==> config.mk <==
export PLATFORM = sky130hd
export DESIGN_NAME = cc_r12_k7_enc
export DESIGN_NICKNAME = d
export VERILOG_FILES = /design/src/rtl/cc_enc_pkg.sv /design/src/rtl/cc_parity_tap.sv /design/src/rtl/cc_hist_reg.sv /design/src/rtl/cc_r12_k7_enc.sv
export SDC_FILE = /design/constraint.sdc
export NUM_CORES = 1
export LEC_CHECK = 0
export ABC_AREA = 1
export CORE_AREA = 2 2 39 41
export CTS_CLUSTER_SIZE = 12
export DETAILED_ROUTE_END_ITERATION = 8
export DIE_AREA = 0 0 41 43
export GPL_ROUTABILITY_DRIVEN = 1
export GPL_TIMING_DRIVEN = 0
export PLACE_DENSITY = 0.58
export SYNTH_ARGS = -nofsm -noshare
export SYNTH_HDL_FRONTEND = slang
export SYNTH_SLANG_ARGS = --single-unit
==> constraint.sdc <==
create_clock -name clk -period 2.4 [get_ports clk]
set_input_delay 0.48 -clock clk [delete_from_list [all_inputs] [get_ports clk]]
set_output_delay 0.48 -clock clk [all_outputs]
set_load 0.01 [all_outputs]
==> src/rtl/cc_enc_pkg.sv <==
package cc_enc_pkg;

    // Code geometry
    localparam int unsigned K_LEN    = 7;              // constraint length
    localparam int unsigned MEM_LEN  = K_LEN - 1;      // history bits
    localparam int unsigned N_OUT    = 2;              // symbols per input bit

    // Generators, first symbol in the upper slice. MSB of each slice taps the current bit.
    localparam logic [N_OUT*K_LEN-1:0] GEN_PACKED = {7'o171, 7'o133};

    typedef logic [MEM_LEN-1:0] hist_t;

    typedef struct packed {
        hist_t hist;
    } enc_reg_t;

endpackage

==> src/rtl/cc_parity_tap.sv <==
module cc_parity_tap #(
    parameter int unsigned WIDTH = 7,
    parameter logic [WIDTH-1:0] TAPS = '1
) (
    input  logic [WIDTH-1:0] word_i,
    output logic             par_o
);

    logic [WIDTH-1:0] masked;

    always_comb begin
        masked = word_i & TAPS;
        par_o  = ^masked;
    end

endmodule

==> src/rtl/cc_hist_reg.sv <==
module cc_hist_reg
    import cc_enc_pkg::*;
(
    input  logic  clk,
    input  logic  rst_n,
    input  logic  clr_i,
    input  logic  shift_i,
    input  logic  din_i,
    output hist_t hist_o
);

    enc_reg_t r_d, r_q;

    always_comb begin
        r_d = r_q;
        if (clr_i) begin
            r_d.hist = '0;
        end else if (shift_i) begin
            // newest past bit in the top position, oldest dropped from bit 0
            r_d.hist = {din_i, r_q.hist[MEM_LEN-1:1]};
        end
    end

    always_ff @(posedge clk or negedge rst_n) begin
        if (!rst_n) begin
            r_q <= '0;
        end else begin
            r_q <= r_d;
        end
    end

    assign hist_o = r_q.hist;

endmodule

==> src/rtl/cc_r12_k7_enc.sv <==
module cc_r12_k7_enc
    import cc_enc_pkg::*;
(
    input  logic             clk,
    input  logic             rst_n,
    input  logic             clr_i,
    input  logic             in_valid_i,
    output logic             in_ready_o,
    input  logic             in_bit_i,
    output logic             out_valid_o,
    output logic [N_OUT-1:0] out_sym_o
);

    hist_t            state_q;
    logic             accept;
    logic [K_LEN-1:0] tap_word;
    logic [N_OUT-1:0] par;

    always_comb begin
        in_ready_o  = ~clr_i;
        accept      = in_valid_i & ~clr_i;
        out_valid_o = accept;
        tap_word    = {in_bit_i, state_q};
        out_sym_o   = par;
    end

    cc_hist_reg u_hist (
        .clk     (clk),
        .rst_n   (rst_n),
        .clr_i   (clr_i),
        .shift_i (accept),
        .din_i   (in_bit_i),
        .hist_o  (state_q)
    );

    for (genvar g = 0; g < N_OUT; g++) begin : g_sym
        localparam logic [K_LEN-1:0] GEN_G = GEN_PACKED[(N_OUT-1-g)*K_LEN +: K_LEN];
        cc_parity_tap #(
            .WIDTH (K_LEN),
            .TAPS  (GEN_G)
        ) u_par (
            .word_i (tap_word),
            .par_o  (par[N_OUT-1-g])
        );
    end

endmodule

==> metrics.yaml <==
drt_iter0_drc: 5
antenna_cells: 0
hpwl_um: 450
syn_inst: 48
dp.cells: 72
rows: 14
syn2layout_area_growth_pct: 34.8
relSlewSlack: 0.828
postCtsSetupRepairBufs: 0
top_layer_used: "met4"
routed-wl-met3_um: 38
fmax_mhz: 452
period_minus_slack_ns: 2.21
status: "complete, no violations"
final_cell_mix: "nand2_1, inv_1, clkdlybuf4s50_1"
end_kind: "primary output"
syn-cell-area_sq_um: 349
cts_tree: "done"
drc: 0
dieArea_sq_um: 1760
totalPowerFinal_uw: 247
clock_latency_ns: 0.25
coreArea_sq_um: 1380
finalCritPeriodShare: 0.921
vias: 320
cts_max_level: 1
cts_resized: 1
worst-slew-pin-transition_ns: 0.257
numCtsBuffers: 3
cap_violations: 0
die_h_um: 43
fin_cells: 75
p_per_area_nw_per_um2: 524
layout_commonest_cell: "nand2_1"
path_class: "in2out"
finalNetCount: 66
cellLeakagePower_nw: 0.245
routed_via_density: 4.27
hp-class: "in2async"
io_pins: 9
wirelength_um: 582
synth_top_area_frac: 0.430
crit_fanout: 7
grt_setup_unrepaired: "no"
synth_area_leaders: "dfrtp_1, nand2_1, inv_1, o22ai_1, nand3_1"
dr.pass1.iters: 4
m1WireLength_um: 295
synth_top_cell_by_area: "dfrtp_1"
largest_register_ffs: 6
clk_pin_slew_ns: 0.05
place_area_sq_um: 449
hold_viol_final: 0
ys_warn_count: 0
initial_core_util: 0.252
grt_antenna_before_repair: 0
gr-total-overflow: 0
cts_sinks: 6
met2WireLength_um: 231
vdd_drop_max_v: 0.000149
synth_seq_cells: 6
grt_pass1_vias: 265
yosysSeqAreaShare: 0.430
ys_types: 10
finalWeightedCongestion: 0.680
holdWs_ns: 0.463
final_max_slew_viol_count: 0
ctsRootBufferMaster: "clkbuf_4"
grt_use_total: 0.0870
required_ns: 1.92
setup_viol: 0
die_w_um: 41
grt_max_degree: 8
ant_nets: 0
fin_worst_skew_ns: 0.00426
grt_pass1_wl_um: 1010
io_buffers: 8
clock_path_buffers: 2
start_kind: "input pin"
wl_per_cell_um: 7.76
syn_avg_cell_area_sq_um: 7.27
fin_area_sq_um: 470
crit_arrival_ns: 1.73
cts_hold_buf: 0
drive_gt1_frac: 0.102
synth_nets: 53
## logic make-up after synthesis
group	count (synthesis)	synth area share
AND/OR/NAND/NOR	20	0.237
buffers and inverters	14	0.176
AO/OA/AOI/OAI	6	0.108
flip-flops	6	0.430
XOR/XNOR	2	0.0502
## where the power goes
part	total (mW)	switching [mW]	leakage, nW	internal (mW)
Combinational	0.0461	0.0205	0.148	0.0256
Clock	0.0959	0.0392	0.0138	0.0567
Sequential	0.105	0.00116	0.0829	0.103
## routing by layer
metal,up-vias,GRT usage
met4,0,0.0800
met5,-,0
li1,173,-
met3,2,0.0314
met2,12,0.100
met1,133,0.119
## path summary, 6_finish.rpt
kind	startpoint	to	slack, ns	cells past startpoint
hold reg to reg	u_hist.hist_o[2]	u_hist.hist_o[2]	0.54	2
min in group clk	u_hist.hist_o[2]	u_hist.hist_o[2]	0.54	2
max in group asynchronous	rst_n	u_hist.hist_o[5]	1.73	1
hold / removal	rst_n	u_hist.hist_o[2]	0.46	1
setup / recovery	clr_i	out_valid_o	0.19	5
setup reg to reg	u_hist.hist_o[4]	u_hist.hist_o[3]	1.69	2
## area by class of cell
class / instances / area [sq um]
fillers: 153 / 913
repair buffers: 8 / 78.8
multi-input cells: 28 / 138
plain buffers: 3 / 20.0
flip-flops and latches: 6 / 150
inverters: 11 / 41.3
well taps: 16 / 20.0
clock buffers: 3 / 22.5
## critical path, cell delays in order
cell	delay [ns]
clkdlybuf4s50_1	0.41
inv_1	0.07
nand2_1	0.14
inv_1	0.09
clkdlybuf4s50_1	0.53
## cells in the mapped netlist
| cell | count |
|---|---|
| buf_2 | 1 |
| or2_0 | 1 |
| xor2_1 | 1 |
| buf_4 | 2 |
| inv_1 | 11 |
| nand2_1 | 15 |
| o22ai_1 | 6 |
| nand3_1 | 4 |
| dfrtp_1 | 6 |
| xnor2_1 | 1 |
## per-stage QoR
step / setup slack, ns / utilization / TNS, ns
after detailed placement: -0.0667 / 0.325 / -0.0667
after global routing: 0.0486 / 0.340 / 0
after floorplan: 1.01 / - / 0
after CTS: 0.188 / 0.340 / 0
final: 0.188 / 0.340 / 0
after global placement: -0.0544 / 0.325 / -0.0544
No activity file was read; power rests on OpenSTA's default activity.
